`config.mk`:
```
export PLATFORM = sky130hd
export DESIGN_NAME = tmr_cc_pair
export DESIGN_NICKNAME = d
export VERILOG_FILES = /design/src/rtl/tmr_cc_pkg.sv /design/src/rtl/tmr_cc_counter.sv /design/src/rtl/tmr_cc_chan.sv /design/src/rtl/tmr_cc_pair.sv
export SDC_FILE = /design/constraint.sdc
export NUM_CORES = 1
export LEC_CHECK = 0
export ABC_AREA = 1
export BUFFER_PORTS_ARGS = -buffer_cell sky130_fd_sc_hd__buf_2
export CAP_MARGIN = 30
export CELL_PAD_IN_SITES_DETAIL_PLACEMENT = 1
export CELL_PAD_IN_SITES_GLOBAL_PLACEMENT = 1
export CORE_MARGIN = 2
export CORE_UTILIZATION = 41
export DETAILED_ROUTE_END_ITERATION = 6
export GPL_TIMING_DRIVEN = 0
export HOLD_SLACK_MARGIN = 0.05
export MAX_ROUTING_LAYER = met4
export PLACE_DENSITY_LB_ADDON = 0.1
export SYNTH_ARGS = -nofsm -noshare
export SYNTH_HDL_FRONTEND = slang
export SYNTH_HIERARCHICAL = 1
export SYNTH_SLANG_ARGS = --single-unit
```
`constraint.sdc`:
```
create_clock -name clk -period 3.5 [get_ports clk]
set_clock_uncertainty 0.15 [all_clocks]
set_input_delay 0.175 -clock clk [delete_from_list [all_inputs] [get_ports clk]]
set_output_delay 0.175 -clock clk [all_outputs]
set_load 0.005 [all_outputs]
```
`src/rtl/tmr_cc_pkg.sv`:
```
package tmr_cc_pkg;

  typedef struct packed {
    logic       mb;
    logic       ma;
    logic [1:0] els;
  } chan_cfg_t;

  localparam logic [1:0] ELS_OFF = 2'b00;
  localparam logic [1:0] ELS_TGL = 2'b01;
  localparam logic [1:0] ELS_CLR = 2'b10;
  localparam logic [1:0] ELS_SET = 2'b11;

  localparam logic [1:0] ADR_CTL0 = 2'd0;
  localparam logic [1:0] ADR_VAL0 = 2'd2;
  localparam logic [1:0] ADR_VAL1 = 2'd3;

  localparam int FLAG_BIT = 7;

endpackage

```
`src/rtl/tmr_cc_counter.sv`:
```
module tmr_cc_counter #(
  parameter int W = 8
) (
  input  logic         clk,
  input  logic         rst,
  input  logic         stop_i,
  input  logic         clr_i,
  output logic [W-1:0] cnt_o,
  output logic         tick_o,
  output logic         ovf_o
);
  localparam logic [W-1:0] CNT_MAX = {W{1'b1}};

  assign tick_o = !stop_i && !clr_i;
  assign ovf_o  = tick_o && (cnt_o == CNT_MAX);

  always_ff @(posedge clk) begin
    if (rst || clr_i) cnt_o <= '0;
    else if (tick_o)  cnt_o <= cnt_o + 1'b1;
  end
endmodule

```
`src/rtl/tmr_cc_chan.sv`:
```
module tmr_cc_chan
  import tmr_cc_pkg::*;
#(
  parameter int W      = 8,
  parameter bit HAS_MB = 1'b0
) (
  input  logic         clk,
  input  logic         rst,
  input  logic [W-1:0] cnt_i,
  input  logic         tick_i,
  input  logic         ovf_i,
  input  logic         unlock_i,
  input  logic         dis_i,
  input  logic         buf_i,
  input  logic [W-1:0] act_i,
  input  logic         pin_i,
  input  logic         ctl_we_i,
  input  logic         ctl_re_i,
  input  logic         val_we_i,
  input  logic [W-1:0] wdata_i,
  output logic [W-1:0] ctl_o,
  output logic [W-1:0] val_o,
  output chan_cfg_t    cfg_o,
  output logic         flag_o,
  output logic         pin_o,
  output logic         oe_o
);
  logic [1:0]   pin_sync;
  logic         pin_prev;
  chan_cfg_t    cfg_q;
  logic         armed_q;
  logic         rise, fall, cap_mode, cmp_mode, drive, match;
  logic         cap_hit, event_hit, clr_req, out_nxt;
  logic [W-1:0] cmp_val;

  assign rise     = pin_sync[1] & ~pin_prev;
  assign fall     = ~pin_sync[1] & pin_prev;
  assign cap_mode = !dis_i && !cfg_q.mb && !cfg_q.ma && (cfg_q.els != ELS_OFF);
  assign cmp_mode = !dis_i && (cfg_q.ma || cfg_q.mb);
  assign drive    = cmp_mode && (cfg_q.els != ELS_OFF);
  assign cmp_val  = buf_i ? act_i : val_o;
  assign match    = tick_i && (cnt_i == cmp_val);
  assign clr_req  = ctl_we_i && !dis_i && armed_q && !wdata_i[FLAG_BIT];
  assign event_hit = cap_hit || (cmp_mode && match);
  assign cfg_o    = cfg_q;

  always_comb begin
    unique case (cfg_q.els)
      ELS_TGL: cap_hit = cap_mode && rise;
      ELS_CLR: cap_hit = cap_mode && fall;
      ELS_SET: cap_hit = cap_mode && (rise || fall);
      default: cap_hit = 1'b0;
    endcase
  end

  always_comb begin
    out_nxt = pin_o;
    if (!dis_i) begin
      if (cfg_q.els == ELS_OFF) begin
        out_nxt = ~cfg_q.ma;
      end else if (drive) begin
        if (ovf_i && cfg_q.els == ELS_CLR) out_nxt = 1'b1;
        if (ovf_i && cfg_q.els == ELS_SET) out_nxt = 1'b0;
        if (match) begin
          unique case (cfg_q.els)
            ELS_TGL: out_nxt = ~out_nxt;
            ELS_CLR: out_nxt = 1'b0;
            default: out_nxt = 1'b1;
          endcase
        end
      end
    end
  end

  always_comb begin
    ctl_o = '0;
    if (!dis_i) begin
      ctl_o[FLAG_BIT] = flag_o;
      ctl_o[3]        = cfg_q.mb;
      ctl_o[2]        = cfg_q.ma;
      ctl_o[1:0]      = cfg_q.els;
    end
  end

  always_ff @(posedge clk) begin
    if (rst) begin
      pin_sync <= '0;
      pin_prev <= 1'b0;
    end else begin
      pin_sync <= {pin_sync[0], pin_i};
      pin_prev <= pin_sync[1];
    end
  end

  always_ff @(posedge clk) begin
    if (rst) begin
      cfg_q <= '0;
    end else if (ctl_we_i && !dis_i) begin
      cfg_q.els <= wdata_i[1:0];
      if (unlock_i) begin
        cfg_q.ma <= wdata_i[2];
        cfg_q.mb <= HAS_MB ? wdata_i[3] : 1'b0;
      end
    end
  end

  always_ff @(posedge clk) begin
    if (rst) begin
      flag_o  <= 1'b0;
      armed_q <= 1'b0;
    end else begin
      if (event_hit)    flag_o <= 1'b1;
      else if (clr_req) flag_o <= 1'b0;
      if (clr_req)                              armed_q <= 1'b0;
      else if (ctl_re_i && flag_o && !dis_i)    armed_q <= 1'b1;
    end
  end

  always_ff @(posedge clk) begin
    if (rst) begin
      val_o <= '0;
      pin_o <= 1'b1;
      oe_o  <= 1'b0;
    end else begin
      if (cap_hit)       val_o <= cnt_i;
      else if (val_we_i) val_o <= wdata_i;
      pin_o <= out_nxt;
      oe_o  <= drive;
    end
  end
endmodule

```
`src/rtl/tmr_cc_pair.sv`:
```
module tmr_cc_pair
  import tmr_cc_pkg::*;
#(
  parameter int W = 8
) (
  input  logic         clk,
  input  logic         rst,
  input  logic         wr_en,
  input  logic         rd_en,
  input  logic [1:0]   addr,
  input  logic [W-1:0] wdata,
  output logic [W-1:0] rdata,
  input  logic         tmr_stop,
  input  logic         tmr_clr,
  input  logic [1:0]   pin_in,
  output logic [1:0]   pin_out,
  output logic [1:0]   pin_oe,
  output logic [1:0]   flag,
  output logic [W-1:0] cnt_o
);
  localparam int NCH = 2;

  logic [W-1:0]         cnt, act_q;
  logic                 tick, ovf, unlock, buf_on, last_sel;
  logic [W-1:0]         ctl_rd [NCH];
  logic [W-1:0]         val_rd [NCH];
  chan_cfg_t [NCH-1:0]  cfg_w;

  assign unlock = tmr_stop && tmr_clr;
  assign buf_on = cfg_w[0].mb;
  assign cnt_o  = cnt;

  tmr_cc_counter #(.W(W)) u_cnt (
    .clk    (clk),
    .rst    (rst),
    .stop_i (tmr_stop),
    .clr_i  (tmr_clr),
    .cnt_o  (cnt),
    .tick_o (tick),
    .ovf_o  (ovf)
  );

  for (genvar g = 0; g < NCH; g++) begin : g_ch
    tmr_cc_chan #(.W(W), .HAS_MB(g == 0)) u_chan (
      .clk      (clk),
      .rst      (rst),
      .cnt_i    (cnt),
      .tick_i   (tick),
      .ovf_i    (ovf),
      .unlock_i (unlock),
      .dis_i    ((g != 0) && buf_on),
      .buf_i    ((g == 0) && buf_on),
      .act_i    (act_q),
      .pin_i    (pin_in[g]),
      .ctl_we_i (wr_en && (addr == ADR_CTL0 + 2'(g))),
      .ctl_re_i (rd_en && (addr == ADR_CTL0 + 2'(g))),
      .val_we_i (wr_en && (addr == ADR_VAL0 + 2'(g))),
      .wdata_i  (wdata),
      .ctl_o    (ctl_rd[g]),
      .val_o    (val_rd[g]),
      .cfg_o    (cfg_w[g]),
      .flag_o   (flag[g]),
      .pin_o    (pin_out[g]),
      .oe_o     (pin_oe[g])
    );
  end

  always_ff @(posedge clk) begin
    if (rst) begin
      last_sel <= 1'b0;
      act_q    <= '0;
    end else begin
      if (ovf || tmr_clr) act_q <= last_sel ? val_rd[1] : val_rd[0];
      if (wr_en && addr == ADR_VAL0)      last_sel <= 1'b0;
      else if (wr_en && addr == ADR_VAL1) last_sel <= 1'b1;
    end
  end

  always_ff @(posedge clk) begin
    if (rst) begin
      rdata <= '0;
    end else if (rd_en) begin
      unique case (addr)
        2'd0:    rdata <= ctl_rd[0];
        2'd1:    rdata <= ctl_rd[1];
        2'd2:    rdata <= val_rd[0];
        default: rdata <= val_rd[1];
      endcase
    end
  end
endmodule

```
==> flow_summary_export.csv <==
group,metric,value,unit
place,postPlaceCellArea,4210,µm²
global_route,grtUsageTotal,0.286,
sta,max_freq,389,MHz
die,rows,35,
setup_path,end_kind,"register",
global_route,grt_max_degree,17,
die,design.core.area,9150,µm²
final_layout,nNetsFinal,684,
clock_tree,cts_root_buffer,"clkbuf_8",
final_layout,area_delta_synth_final,18.9,%
sta,tightest_slew,634,ps
synth,postSynthAreaPerCell,6.52,µm²
final_layout,stdcell_count,777,
place,place_congestion,0.901,
sta,period_minus_slack,2570,ps
place,dp_cells,749,
clock_tree,postCtsResizedCells,0,
run_status,status,"complete, no violations",
synth,ys.warnings.count,6,
setup_path,critPathMaxFanout,10,
place,port_buffers,38,
final_layout,utilization,0.498,
final_layout,drive_gt1_frac,0.165,
global_route,grt_overflow,0,
sta,finalCritPeriodShare,0.735,
place,place_hpwl,9710,µm
setup_path,r2r_setup_slack,930,ps
global_route,antenna_found_initial,0,
setup_path,start_kind,"register",
sta,slew_viol_final,0,
power,p_leak,2.03,nW
setup_path,cp.required,3630,ps
clock_tree,cts_tree,"done",
clock_tree,htree_levels,3,
routing,via_count,4058,
sta,slew_headroom,0.577,
die,die_area,10100,µm²
worst_hold_path,hp-class,"in2reg",
job,drv_cap,0,
final_layout,diodes,0,
sta,tns,0,ps
clock_tree,clock_sinks,62,
synth,synthCells,588,
sta,setup_viol,0,
clock_tree,path_clk_slew,70,ps
setup_path,arrival,2700,ps
routing,ant_nets,0,
routing,drc,0,
synth,syn_area,3830,µm²
clock_tree,cts_made_buffers,9,
routing,wl,13400,µm
power,ir_drop,0.239,mV
die,io-pin-count,40,
die,die_x,101,µm
routing,firstDrtPassIters,6,
clock_tree,insertion_delay,350,ps
routing,drt_iter0_drc,162,
routing,vias_per_cell,5.22,
power,powerDensity,393,nW/µm²
global_route,grt_pass1_vias,4093,
sta,rsz0062_at_grt,"false",
die,fp.dieH,101,µm
final_layout,stdcell_area,4560,µm²
routing,wl_per_cell,17.3,µm
clock_tree,clk_path_buf_depth,2,
setup_path,critPathKind,"reg2reg",
sta,hold_viol,0,
die,initial_utilization,0.419,
global_route,grt_pass1_wl,21200,µm
[area by class of cell]
cell class	instances	area [µm²]
Multi-Input combinational cell	440	2180
Buffer	24	183
Clock buffer	10	138
Tap cell	111	139
Inverter	74	279
Clock inverter	6	93.8
Fill cell	1258	4590
Timing Repair Buffer	50	310
Sequential cell	62	1240
[cells in the final DEF, fill, tap and decap left out, types with 9 or more instances in the layout]
cell and n:
dfxtp_1 62, conb_1 15, nor2_1 69, clkbuf_8 11, nand2_1 160, o21ai_0 41
dlygate4sd3_1 12, buf_4 9, buf_2 41, inv_1 68, a21oi_1 45, nand3_1 46
[report_power, final]
| part | internal, mW | switching, mW | leakage [nW] | total [mW] |
|---|---|---|---|---|
| sequential | 0.736 | 0.0421 | 0.506 | 0.778 |
| combinational | 0.104 | 0.163 | 1.42 | 0.267 |
| clock | 0.426 | 0.324 | 0.113 | 0.750 |
| total | 1.26 | 0.530 | 2.03 | 1.79 |
[timing repair]
item                                   in CTS  in global routing
hold buffers                               12                  0
setup buffers                               0                  0
endpoints found under the hold margin      15                  0
[registers in the layout, summed over array words and instances, names as in the netlist]
register	cells
g_ch.u_chan/val_o	16
act_q	8
rdata	8
u_cnt/cnt_o	8
g_ch.u_chan/cfg_o	7
g_ch.u_chan/pin_sync	4
g_ch.u_chan/armed_q	2
g_ch.u_chan/flag_o	2
g_ch.u_chan/oe_o	2
g_ch.u_chan/pin_o	2
g_ch.u_chan/pin_prev	2
last_sel	1
[path summary, 6_finish.rpt]
path,from,end,cells after the start
setup / recovery,u_cnt/cnt_o[1],act_q[5],10
hold / removal,tmr_clr,u_cnt/cnt_o[7],4
setup reg to reg,u_cnt/cnt_o[1],act_q[5],10
hold reg to reg,g_ch[0].u_chan/pin_sync[0],g_ch[0].u_chan/pin_sync[1],2
[routing by layer]
layer,global-route usage,up-vias,part of all wire
li1,-,2021,-
met1,0.361,1917,0.46
met2,0.462,88,0.47
met3,0.0562,32,0.040
met4,0.0927,0,0.028
met5,-,-,0
[through the flow]
step                total power, mW  hold slack (ps)  setup WS (ps)
CTS                            1.80             64.3            966
global placement               1.03              225           1060
detailed placement             1.04              241            984
floorplan                     0.950             94.1           1620
global route                   1.88              104            709
finish                         1.79             76.5            929
[critical path, cell delays in order, from the launching register on]
cell and delay [ps]:
dfxtp_1 630, ha_1 320, nand3_1 130, nor2_1 160, nand2_1 100, nor2_1 290, or2_1 190, buf_2 190
buf_6 160, o21ai_1 60, a21oi_1 120
Note: power is estimated with default switching activity, not from simulation.
